[config.mk]
export PLATFORM = sky130hd
export DESIGN_NAME = periph_clk_prescaler
export DESIGN_NICKNAME = d
export VERILOG_FILES = /design/src/rtl/pcp_pkg.sv /design/src/rtl/pcp_cfg_regs.sv /design/src/rtl/pcp_div.sv /design/src/rtl/periph_clk_prescaler.sv
export SDC_FILE = /design/constraint.sdc
export NUM_CORES = 1
export LEC_CHECK = 0
export BUFFER_PORTS_ARGS = -buffer_cell sky130_fd_sc_hd__buf_4
export CAP_MARGIN = 20
export CORE_MARGIN = 4
export CORE_UTILIZATION = 38
export DETAILED_ROUTE_END_ITERATION = 12
export SLEW_MARGIN = 20
export SYNTH_ARGS = -nofsm -noshare
export SYNTH_HDL_FRONTEND = slang
export SYNTH_HIERARCHICAL = 1
export SYNTH_SLANG_ARGS = --single-unit
export TNS_END_PERCENT = 50
[constraint.sdc]
create_clock -name clk -period 4.05 [get_ports clk]
set_input_delay 0.6075 -clock clk [delete_from_list [all_inputs] [get_ports clk]]
set_output_delay 0.6075 -clock clk [all_outputs]
set_load 0.005 [all_outputs]
[src/rtl/pcp_pkg.sv]
package pcp_pkg;

   localparam int unsigned CODE_W  = 3;
   localparam int unsigned RATIO_W = 5;

   typedef logic [CODE_W-1:0]  code_t;
   typedef logic [RATIO_W-1:0] ratio_t;

   typedef struct packed {
      code_t bus1_code;
      code_t bus2_code;
      code_t adc_code;
      logic  tick_full;
   } pcp_cfg_t;

   function automatic ratio_t bus_ratio(code_t c);
      case (c)
         3'd0:    return ratio_t'(1);
         3'd1:    return ratio_t'(2);
         3'd2:    return ratio_t'(4);
         3'd3:    return ratio_t'(8);
         default: return ratio_t'(16);
      endcase
   endfunction

   function automatic ratio_t tmr_ratio(code_t c);
      ratio_t p;
      p = bus_ratio(c);
      return (p == ratio_t'(1)) ? ratio_t'(1) : (p >> 1);
   endfunction

   function automatic ratio_t adc_ratio(code_t c);
      case (c)
         3'd0:    return ratio_t'(2);
         3'd1:    return ratio_t'(4);
         3'd2:    return ratio_t'(6);
         3'd3:    return ratio_t'(8);
         3'd4:    return ratio_t'(12);
         default: return ratio_t'(16);
      endcase
   endfunction

   function automatic ratio_t tick_ratio(logic full);
      return full ? ratio_t'(1) : ratio_t'(8);
   endfunction

endpackage

[src/rtl/pcp_cfg_regs.sv]
module pcp_cfg_regs
   import pcp_pkg::*;
#(
   parameter int unsigned DATA_W = 8
) (
   input  logic              clk,
   input  logic              rst_n,
   input  logic              wr_en,
   input  logic              wr_addr,
   input  logic [DATA_W-1:0] wr_data,
   output pcp_cfg_t          cfg
);

   localparam int unsigned BUS2_LSB = CODE_W;
   localparam int unsigned TICK_BIT = CODE_W;

   initial begin
      if (DATA_W < 2 * CODE_W) $fatal(1, "DATA_W too narrow for the bus codes");
   end

   pcp_cfg_t cfg_q;

   always_ff @(posedge clk or negedge rst_n) begin
      if (!rst_n) begin
         cfg_q <= '0;
      end else if (wr_en) begin
         if (!wr_addr) begin
            cfg_q.bus1_code <= wr_data[CODE_W-1:0];
            cfg_q.bus2_code <= wr_data[BUS2_LSB +: CODE_W];
         end else begin
            cfg_q.adc_code  <= wr_data[CODE_W-1:0];
            cfg_q.tick_full <= wr_data[TICK_BIT];
         end
      end
   end

   assign cfg = cfg_q;

endmodule

[src/rtl/pcp_div.sv]
module pcp_div #(
   parameter int unsigned RATIO_W    = 5,
   parameter int unsigned INIT_RATIO = 1
) (
   input  logic               clk,
   input  logic               rst_n,
   input  logic               tick_in,
   input  logic [RATIO_W-1:0] ratio_in,
   output logic               tick_out
);

   initial begin
      if (INIT_RATIO < 1) $fatal(1, "INIT_RATIO must be at least 1");
      if (INIT_RATIO >= (1 << RATIO_W)) $fatal(1, "INIT_RATIO exceeds RATIO_W");
   end

   logic [RATIO_W-1:0] cnt_q;
   logic [RATIO_W-1:0] cur_q;
   logic               wrap;

   assign wrap = tick_in && (cnt_q == cur_q - 1'b1);

   always_ff @(posedge clk or negedge rst_n) begin
      if (!rst_n) begin
         cnt_q <= '0;
         cur_q <= RATIO_W'(INIT_RATIO);
      end else if (tick_in) begin
         if (wrap) begin
            cnt_q <= '0;
            cur_q <= ratio_in;
         end else begin
            cnt_q <= cnt_q + 1'b1;
         end
      end
   end

   assign tick_out = wrap && rst_n;

endmodule

[src/rtl/periph_clk_prescaler.sv]
module periph_clk_prescaler
   import pcp_pkg::*;
#(
   parameter int unsigned DATA_W   = 8,
   parameter int unsigned NUM_BUS  = 2
) (
   input  logic              clk,
   input  logic              rst_n,
   input  logic              cfg_wr_en,
   input  logic              cfg_wr_addr,
   input  logic [DATA_W-1:0] cfg_wr_data,
   output logic              bus1_en,
   output logic              bus2_en,
   output logic              tmr1_en,
   output logic              tmr2_en,
   output logic              adc_en,
   output logic              tick_en
);

   localparam int unsigned ADC_BUS = NUM_BUS - 1;

   initial begin
      if (NUM_BUS != 2) $fatal(1, "port list is built for two buses");
      if (RATIO_W < 5) $fatal(1, "ratio width cannot hold 16");
   end

   pcp_cfg_t                  cfg;
   code_t  [NUM_BUS-1:0]      bus_code;
   logic   [NUM_BUS-1:0]      bus_tick;
   logic   [NUM_BUS-1:0]      tmr_tick;

   pcp_cfg_regs #(.DATA_W(DATA_W)) i_regs (
      .clk     (clk),
      .rst_n   (rst_n),
      .wr_en   (cfg_wr_en),
      .wr_addr (cfg_wr_addr),
      .wr_data (cfg_wr_data),
      .cfg     (cfg)
   );

   assign bus_code[0] = cfg.bus1_code;
   assign bus_code[1] = cfg.bus2_code;

   for (genvar b = 0; b < NUM_BUS; b++) begin : g_bus
      pcp_div #(.RATIO_W(RATIO_W), .INIT_RATIO(1)) i_bus_div (
         .clk      (clk),
         .rst_n    (rst_n),
         .tick_in  (1'b1),
         .ratio_in (bus_ratio(bus_code[b])),
         .tick_out (bus_tick[b])
      );
      pcp_div #(.RATIO_W(RATIO_W), .INIT_RATIO(1)) i_tmr_div (
         .clk      (clk),
         .rst_n    (rst_n),
         .tick_in  (1'b1),
         .ratio_in (tmr_ratio(bus_code[b])),
         .tick_out (tmr_tick[b])
      );
   end

   pcp_div #(.RATIO_W(RATIO_W), .INIT_RATIO(2)) i_adc_div (
      .clk      (clk),
      .rst_n    (rst_n),
      .tick_in  (bus_tick[ADC_BUS]),
      .ratio_in (adc_ratio(cfg.adc_code)),
      .tick_out (adc_en)
   );

   pcp_div #(.RATIO_W(RATIO_W), .INIT_RATIO(8)) i_tick_div (
      .clk      (clk),
      .rst_n    (rst_n),
      .tick_in  (1'b1),
      .ratio_in (tick_ratio(cfg.tick_full)),
      .tick_out (tick_en)
   );

   assign bus1_en = bus_tick[0];
   assign bus2_en = bus_tick[1];
   assign tmr1_en = tmr_tick[0];
   assign tmr2_en = tmr_tick[1];

endmodule

* Yosys cells after proc, flatten, opt, wreduce, memory -nomap -nowiden
Cells that the tools add are included.
Storage, ports and cells: register bits after elaboration 70, output and inout port bits 6
Operators by class: $add $sub $neg 12, equality and inequality tests 18, mux-type cells 12, bitwise gates (word level) 1, reduce and logical (&&, ||, !) cells 13
Operators with widths (count):
- $pmux W5 S4 | 2
- $add A5 B1 Y5 const B | 6
- $eq A5 B5 Y1 | 6
- $mux W5 | 6
- $sub A5 B1 Y5 const B | 6
- $pmux W5 S5 | 1
- $eq A3 B2 Y1 const B | 6
- $mux W4 | 3
- $eq A5 B1 Y1 const B | 2
- $eq A3 B1 Y1 const B | 3
- $logic_not A3 Y1 | 3
- $logic_and A1 B1 Y1 | 7
- $reduce_and A2 Y1 | 3
- $eq A3 B3 Y1 const B | 1
- $not A1 Y1 | 1

* Logic depth before layout (Yosys ltp)
Gate-level depths: netlist of run 1.
word-level depth 5, gate-level depth with buffers 10

* Cells and area by module
Netlist of run 1, hierarchy kept.
By module, submodules not included:
- pcp_div | times used 6, cells an instance 61, area an instance 665.6 um^2
- pcp_cfg_regs | times used 1, cells an instance 23, area an instance 414.1 um^2
- periph_clk_prescaler | times used 1, cells an instance 24, area an instance 136.4 um^2

* Worst setup path before layout of run 1
OpenSTA, ideal clock, no wires.
kind reg2out, start point reg g_bus[1].i_bus_div.cur_q[0], end point out adc_en, arrival 2596 ps, data required time 3442 ps, slack 847 ps, stages on the path, launching flop included 10, path buffers 0, path through dfstp_2 > inv_1 > ha_1 > xor2_1 > nand4_4 > a211oi_4 > and2_2 > nand4_4 > a211oi_4 > and2_2
On the way: longest elaborated chain between the ends 5
RTL lines:
- start: declaration | line pcp_div.sv:18 | logic [RATIO_W-1:0] cur_q;
- start signal: assignment | line pcp_div.sv:26 | cur_q <= RATIO_W'(INIT_RATIO);
- start signal: assignment | line pcp_div.sv:30 | cur_q <= ratio_in;
- $sub A5 B1 Y5 | line pcp_div.sv:21 | assign wrap = tick_in && (cnt_q == cur_q - 1'b1);
- $eq A5 B5 Y1 | line pcp_div.sv:21
- $logic_and A1 B1 Y1 | line pcp_div.sv:37 | assign tick_out = wrap && rst_n;
- via bus2_en | line periph_clk_prescaler.sv:13 | output logic bus2_en,
- $logic_and A1 B1 Y1 | line pcp_div.sv:21
- $logic_and A1 B1 Y1 | line pcp_div.sv:37
- end: declaration | line periph_clk_prescaler.sv:16 | output logic adc_en,
The timed path passes the listed nets, and every way through them passes these cells.

* Final worst setup path of run 1
start point reg g_bus[1].i_bus_div.cur_q[0], end point out adc_en
On the way: longest elaborated chain between the ends 5
RTL lines (line):
- $sub A5 B1 Y5 | pcp_div.sv:21
- $eq A5 B5 Y1 | pcp_div.sv:21
- $logic_and A1 B1 Y1 | pcp_div.sv:37
- $logic_and A1 B1 Y1 | pcp_div.sv:21
- $logic_and A1 B1 Y1 | pcp_div.sv:37
No other way between the ends.

==> out/qor.csv, run 1 <==
metric;value;unit
Critical Path Sink Type;output pin;
post-detail-place hpwl;5892;um
initial antenna violation count;0;
ys async rst share;1.000;
fin crit share;0.8824;
Detail Route Antenna Nets;0;
unrepaired setup endpoints after global routing;false;
share of layout cells above drive strength 1;0.2567;
Pwr Density;618.1;nW/um^2
flops & latches, synth;70;
crit path from;g_bus[1].i_bus_div/cur_q[0];
Max clock buf depth;2;
cell taking the most area after synthesis;dfrtp_1;
final worst clock skew;5.487;ps
Reg area;1759;sq um
synth warn;6;
area occupied by multi-input gates;2815;sq um
# rows;39;
die height;117.4;um
reg2reg setup slack;1060;ps
Layout Utilization;0.4592;
share of the synthesized area in the top cell type;0.3524;
cells after synthesis;413;
fin nets;502;
non-filler cells, final;626;
CP Data Required Time;3440;ps
pin count of the biggest net entering global routing;43;
CP arrival;2970;ps
gpl congestion;0.7445;
clk sink count;70;
Critical Path Fanout Max;10;
Seq/Total Area, Yosys;0.3871;
worst-skew pair later-pin latency;340;ps
antenna cells;0;
top post-synthesis cells by area;dfrtp_1 35%, xor2_1 9.4%, mux2_4 5.9%, dfstp_2 3.5%, ha_1 3.3%;
Netlist Area Pre-Place;4544;sq um
Placed Cells incl. Taps;610;
port bufs;15;
maximum vdd drop;0.2606;mV
syn avg cell area;11.00;sq um
worst r2r src;g_bus[1].i_bus_div/cur_q[0];
fill count;1066;
commonest non-fill, non-tap cell in the layout;dfrtp_1;
WL final;8216;um
minimum clock period after layout;3574;ps
post-CTS setup buffer count;0;
CTS tree;built;
WL per Instance;13.12;um
vias in the first global route;3175;
Setup CP Type;reg2out;
type of origin of the critical path;flop;
fin worst setup slack;476.2;ps
Post-synth EDFFs;0;
Max Freq;0.2798;GHz
Starting Density;0.3929;
detailed-route DRC error count;0;
HP Class;in2async;
IO Pins;18;
clock-pin slew on the worst setup and hold paths;60;ps
via/cell ratio;4.850;
Vias;3036;
Area Overhead vs Synth;16.85;%
max-cap violation count;0;
ys flop type;dfrtp_1;
initial detailed-routing violation count;102;
worst slack at placement;821.6;ps
# setup viols final;0;
CTS Hold Bufs;0;
Rel. slew slack;0.6383;
global-route wire length before repair;15090;um
DRT Pass-1 Iters;4;
unique cell type count in the Yosys netlist;37;
Final Hold Viols;0;
most frequent cells in the layout;64 x dfrtp_1, 49 x xor2_1, 47 x conb_1;
overall die width;117.4;um
Worst-Margin Slew;542.6;ps
post-route setup TNS;0;ps
H-tree level count;3;
aggregate global routing overflow;0;
Die ar.;13770;sq um
leak pwr;2.318;nW
CTS Buf Count;9;
Pwr Total;3.282;mW
outcome;completed;
Total GRT Usage;0.1323;
Slew Limit Fails;0;
core area;11560;sq um
Root Buffer;clkbuf_16;
cts repair resizes;0;
[routing by layer]
layer | global-route usage | wire length (um)
met5 | 0 | 0
met4 | 0.07258 | 221
met3 | 0.01588 | 120
met2 | 0.2186 | 3952
met1 | 0.1690 | 3922
[cell families (layout without fill, tap and decap cells)]
group / Yosys count / after routing / synth area share
AOI/OAI and AO/OA: 64 / 64 / 0.1311
xor gates and xnor gates: 61 / 61 / 0.1275
adders and majority gates: 12 / 12 / 0.03304
buffers and inverters: 29 / 54 / 0.03056
DFF: 70 / 70 / 0.3871
muxes: 34 / 34 / 0.09582
other: 2 / 47 / 0.001653
and+or+nand+nor: 141 / 141 / 0.1933
[cells in the mapped netlist, types with 3 or more instances]
cell and instances:
nand2_1 19, nand2b_1 19, or4_1 6, a221oi_1 6
inv_1 19, and4bb_2 6, nand4_4 6, o22a_2 12
o31a_2 12, and2_2 6, o21ai_0 14, buf_4 6
nand4_1 12, xor2_1 49, mux2_4 18, xnor2_2 6
nand3_1 6, xnor2_1 6, ha_1 12, a21oi_2 6
nor2_1 39, clkbuf_1 3, mux2i_1 12, mux2_2 4
a211oi_4 6, nor3_1 8, dfstp_2 6, o211ai_1 6
and2_1 8, dfrtp_1 64
[worst max-delay path, stage by stage (launching register included)]
cell and delay, ps:
dfstp_2 550, inv_1 50, ha_1 290, xor2_1 220, nand4_4 180, a211oi_4 170
buf_4 220, and2_2 280, nand4_4 160, a211oi_4 210, and2_2 180, buf_4 100
[stage by stage]
stage,hold WS (ps),instance area [sq um]
after global routing,352.8,5310
after global placement,528.0,4967
after CTS,332.3,5310
after detailed placement,527.3,4967
after floorplan,311.9,4713
final,313.7,5310
[sequential cells by signal (all words and copies together) (netlist names)]
signal,cells
g_bus.i_tmr_div/cur_q,10
i_adc_div/cur_q,5
g_bus.i_tmr_div/cnt_q,10
i_adc_div/cnt_q,5
i_regs/cfg,10
i_tick_div/cnt_q,5
g_bus.i_bus_div/cur_q,10
g_bus.i_bus_div/cnt_q,10
i_tick_div/cur_q,5
[path summary, 6_finish.rpt]
kind,end,cells after the start
min reg2reg,g_bus[1].i_tmr_div/cur_q[1],1
max,adc_en,11
min,i_tick_div/cnt_q[4],2
min in group clk,i_regs/cfg[6],2
max reg2reg,i_adc_div/cur_q[0],11
max in group asynchronous,g_bus[1].i_tmr_div/cur_q[0],2
[area by class of cell]
cell class              count  area share
inverters                  19     0.01343
clock buffers              12     0.05019
repair buffers             19     0.02686
multi-input cells         359      0.5302
clock inverters             4     0.01437
well taps                 143     0.03369
flip-flops and latches     70      0.3313
[power breakdown]
group          switching (mW)  leakage (nW)  internal (mW)
clock                   0.305         0.165          0.592
combinational           0.647          1.30          0.571
sequential              0.271         0.858          0.896
(Power assumes the default switching activity.)
==> inputs of run 2 (changes only) <==
--- a/config.mk
+++ b/config.mk
@@ -10,7 +10,6 @@
 export CORE_MARGIN = 4
 export CORE_UTILIZATION = 38
 export DETAILED_ROUTE_END_ITERATION = 12
-export SLEW_MARGIN = 20
 export SYNTH_ARGS = -nofsm -noshare
 export SYNTH_HDL_FRONTEND = slang
 export SYNTH_HIERARCHICAL = 1
==> constraint.sdc (replaced) <==
create_clock -name clk -period 4.05 [get_ports clk]
set_input_delay 0.81 -clock clk [delete_from_list [all_inputs] [get_ports clk]]
set_output_delay 0.81 -clock clk [all_outputs]
set_load 0.005 [all_outputs]
==> out/qor.csv, run 2 (synthesis gave the netlist of run 1 again) <==
metric;value;unit
HP Class;in2async;
Root Buffer;clkbuf_16;
Worst path top cell family by delay;simple AND/OR/NAND/NOR gates;
cts repair resizes;0;
fin crit share;0.8901;
post-route setup TNS;0;ps
initial antenna violation count;0;
Critical Path Fanout Max;8;
commonest non-fill, non-tap cell in the layout;dfrtp_1;
CP peak stage delay;570;ps
Detail Route Antenna Nets;0;
Final Hold Viols;0;
gpl congestion;0.7325;
worst path bufs/invs;2;
# rows;39;
Slowest-stage cell, CP;dfstp_2;
Starting Density;0.3929;
port bufs;15;
aggregate global routing overflow;0;
leak pwr;2.321;nW
initial detailed-routing violation count;104;
non-filler cells, final;628;
Reg area;1759;sq um
outcome;completed;
critical-path cell list;inv_1 -> ha_1 -> xor2_1 -> nand4_4 -> a211oi_4 -> and2_2 -> nand4_4 -> a211oi_4 -> and2_2 -> buf_4;
die height;117.4;um
Max Freq;0.2774;GHz
type of origin of the critical path;flop;
core area;11560;sq um
minimum clock period after layout;3605;ps
clock-pin slew on the worst setup and hold paths;60;ps
Max clock buf depth;2;
WL per Instance;12.96;um
detailed-route DRC error count;0;
Die ar.;13770;sq um
fill count;1057;
FF-to-FF End;i_adc_div/cur_q[0];
CP arrival;2790;ps
clk sink count;70;
worst r2r src;g_bus[1].i_bus_div/cur_q[0];
Total GRT Usage;0.1250;
H-tree level count;3;
Placed Cells incl. Taps;612;
via/cell ratio;4.860;
reg2reg setup slack;1240;ps
fin nets;504;
overall die width;117.4;um
Area Overhead vs Synth;16.85;%
post-detail-place hpwl;5715;um
CTS tree;built;
CP Data Required Time;3240;ps
CTS Buf Count;9;
WL final;8137;um
area occupied by multi-input gates;2815;sq um
Rel. slew slack;0.6495;
post-CTS setup buffer count;0;
IO Pins;18;
antenna cells;0;
unrepaired setup endpoints after global routing;false;
vias in the first global route;3122;
Pwr Density;609.4;nW/um^2
Worst-Margin Slew;524.1;ps
r2r worst-path depth;10;
share of layout cells above drive strength 1;0.2577;
Slew Limit Fails;0;
pin count of the biggest net entering global routing;76;
final worst clock skew;5.146;ps
CTS Hold Bufs;0;
most frequent cells in the layout;64 x dfrtp_1, 49 x xor2_1, 47 x conb_1;
# setup viols final;0;
worst-skew pair later-pin latency;330;ps
Critical Path Sink Type;output pin;
maximum vdd drop;0.2497;mV
DRT Pass-1 Iters;5;
global-route wire length before repair;14540;um
max-cap violation count;0;
Setup CP Type;reg2out;
Vias;3052;
run 2: cell types whose count changed in the layout (fill, tap and decap cells not counted):
cell and delta:
inv_6 -1, clkbuf_1 +1, clkinv_2 +2, clkinv_4 +1, buf_12 +1, clkbuf_8 -3
buf_4 +1
run 2: power breakdown:
| group | internal (mW) | switching (mW) | total [mW] |
|---|---|---|---|
| Sequential | 0.896 | 0.270 | 1.17 |
| Clock | 0.538 | 0.301 | 0.839 |
| Combinational | 0.579 | 0.651 | 1.23 |
| Total | 2.01 | 1.22 | 3.24 |
run 2: cell type report:
class / count / share of cell area
Clock buffer: 10 / 0.04312
Inverter: 19 / 0.01343
Tap cell: 143 / 0.03369
Multi-Input combinational cell: 359 / 0.5302
Clock inverter: 6 / 0.01626
Timing Repair Buffer: 21 / 0.03205
Sequential cell: 70 / 0.3313
run 2: stage by stage:
step                      hold WS (ps)  power [mW]  instance area (sq um)  worst slack (ps)  utilization
after floorplan                  498.3       2.193                   4713             644.2            -
after global placement           527.3       2.352                   4995             832.3       0.4319
after detailed placement         524.9       2.415                   4995             782.4       0.4319
after CTS                        528.9       3.279                   5310             420.4       0.4592
after global routing             542.1       3.485                   5310             267.7       0.4592
final                            505.1       3.236                   5310             445.2       0.4592
run 2: worst max-delay path by stage:
| stage | startpoint | endpoint | cells after the start |
|---|---|---|---|
| final | g_bus[1].i_bus_div/cur_q[0] | adc_en | 10 |
| after floorplan | g_bus[1].i_bus_div/cur_q[0] | adc_en | 9 |
| after global placement | g_bus[1].i_bus_div/cur_q[0] | adc_en | 10 |
| after detailed placement | g_bus[1].i_bus_div/cur_q[0] | adc_en | 10 |
| after global routing | g_bus[1].i_bus_div/cur_q[0] | adc_en | 10 |
| after CTS | g_bus[1].i_bus_div/cur_q[0] | adc_en | 10 |
run 2: layer usage:
metal,vias to the layer above,GRT usage,share of wire
li1,1545,-,-
met1,1482,0.1611,0.48
met2,18,0.2106,0.49
met3,7,0.02310,0.016
met4,0,0.04399,0.015
met5,-,0,0
==> inputs of run 3 (changes only) <==
--- a/config.mk
+++ b/config.mk
@@ -9,6 +9,7 @@
 export CAP_MARGIN = 20
 export CORE_MARGIN = 4
 export CORE_UTILIZATION = 38
+export CTS_BUF_LIST = sky130_fd_sc_hd__clkbuf_2 sky130_fd_sc_hd__clkbuf_4 sky130_fd_sc_hd__clkbuf_8
 export DETAILED_ROUTE_END_ITERATION = 12
 export SYNTH_ARGS = -nofsm -noshare
 export SYNTH_HDL_FRONTEND = slang
==> out/qor.csv, run 3 (synthesis gave the netlist of run 1 again) <==
metric;value;unit
fill count;1066;
Hold Slack;490.1;ps
Detail Route Antenna Nets;0;
Die ar.;13770;sq um
Slowest-stage cell, CP;dfstp_2;
worst r2r src;g_bus[1].i_bus_div/cur_q[0];
IO Pins;18;
detailed-route DRC error count;0;
fin nets;504;
reg2reg setup slack;1230;ps
fin worst setup slack;415.7;ps
Layout Utilization;0.4507;
Max clock buf depth;2;
FF-to-FF End;i_adc_div/cur_q[0];
Area Overhead vs Synth;14.70;%
HP Class;in2async;
antenna cells;0;
WL final;8057;um
Setup CP Type;reg2out;
leak pwr;2.279;nW
overall die width;117.4;um
CP arrival;2820;ps
CTS Buf Count;9;
DRT Pass-1 Iters;4;
type of origin of the critical path;flop;
minimum clock period after layout;3634;ps
gpl congestion;0.7325;
Worst-Margin Slew;524.6;ps
via/cell ratio;4.847;
outcome;completed;
aggregate global routing overflow;0;
core area;11560;sq um
WP depth;10;
max-cap violation count;0;
# setup viols final;0;
clk sink count;70;
worst slack at placement;782.4;ps
CP Data Required Time;3240;ps
pin count of the biggest net entering global routing;76;
critical-path cell list;inv_1 -> ha_1 -> xor2_1 -> nand4_4 -> a211oi_4 -> and2_2 -> nand4_4 -> a211oi_4 -> and2_2 -> buf_4;
Max Freq;0.2752;GHz
Reg area;1759;sq um
r2r worst-path depth;10;
share of layout cells above drive strength 1;0.2598;
post-detail-place hpwl;5715;um
clock-pin slew on the worst setup and hold paths;80;ps
commonest non-fill, non-tap cell in the layout;dfrtp_1;
WL per Instance;12.83;um
H-tree level count;3;
unrepaired setup endpoints after global routing;false;
worst path bufs/invs;2;
maximum vdd drop;0.2485;mV
global-route wire length before repair;14480;um
port bufs;15;
post-CTS setup buffer count;0;
Vias;3044;
CTS Hold Bufs;0;
Worst path top cell family by delay;simple AND/OR/NAND/NOR gates;
Starting Density;0.3929;
CP peak stage delay;570;ps
post-route setup TNS;0;ps
Root Buffer;clkbuf_8;
Rel. slew slack;0.6491;
CTS tree;built;
die height;117.4;um
Final Hold Viols;0;
vias in the first global route;3128;
fin crit share;0.8973;
cts repair resizes;0;
# rows;39;
Pwr Density;578.8;nW/um^2
initial antenna violation count;0;
Slew Limit Fails;0;
Total GRT Usage;0.1246;
Critical Path Sink Type;output pin;
Critical Path Fanout Max;8;
initial detailed-routing violation count;102;
most frequent cells in the layout;64 x dfrtp_1, 49 x xor2_1, 47 x conb_1;
area occupied by multi-input gates;2815;sq um
worst-skew pair later-pin latency;350;ps
final worst clock skew;7.650;ps
[run 3: final cells by class]
| cell class | instances | share of cell area |
|---|---|---|
| sequential | 70 | 0.3375 |
| multi-input combinational | 359 | 0.5401 |
| clock inverter | 6 | 0.01656 |
| timing repair buffer | 21 | 0.03265 |
| inverter | 19 | 0.01368 |
| tap | 143 | 0.03433 |
| clock buffer | 10 | 0.02520 |
[run 3: layer usage]
metal / vias up / track usage / part of all wire
met1: 1464 / 0.1618 / 0.48
met5: - / 0 / 0
met2: 25 / 0.2074 / 0.49
met3: 12 / 0.01540 / 0.016
li1: 1543 / - / -
met4: 0 / 0.05792 / 0.020
[run 3: through the flow]
stage | power (mW) | cells | cell area [sq um]
2_1_floorplan | 2.193 | 458 | 4713
3_3_place_gp | 2.352 | 612 | 4995
3_5_place_dp | 2.415 | 612 | 4995
4_1_cts | 3.062 | 628 | 5213
5_1_grt | 3.268 | 628 | 5213
6_report | 3.017 | 628 | 5213
[run 3: worst register-to-register path, cell delays in order, from the launching register on]
cell	delay, ps
dfstp_2	570
inv_1	50
ha_1	290
xor2_1	220
nand4_4	180
a211oi_4	210
and2_2	310
nand4_4	170
a211oi_4	200
buf_4	210
mux2_4	310
[run 3: where the power goes]
group          leakage, nW  switching, mW  internal (mW)
Combinational         1.31          0.648          0.579
Clock                0.110          0.274          0.353
Sequential           0.858          0.269          0.895
[run 3: how the worst max path moves through the flow]
stage,start,endpoint,slack [ps]
finish,g_bus[1].i_bus_div/cur_q[0],adc_en,420
global route,g_bus[1].i_bus_div/cur_q[0],adc_en,240
CTS,g_bus[1].i_bus_div/cur_q[0],adc_en,380
detailed placement,g_bus[1].i_bus_div/cur_q[0],adc_en,780
global placement,g_bus[1].i_bus_div/cur_q[0],adc_en,830
floorplan,g_bus[1].i_bus_div/cur_q[0],adc_en,640
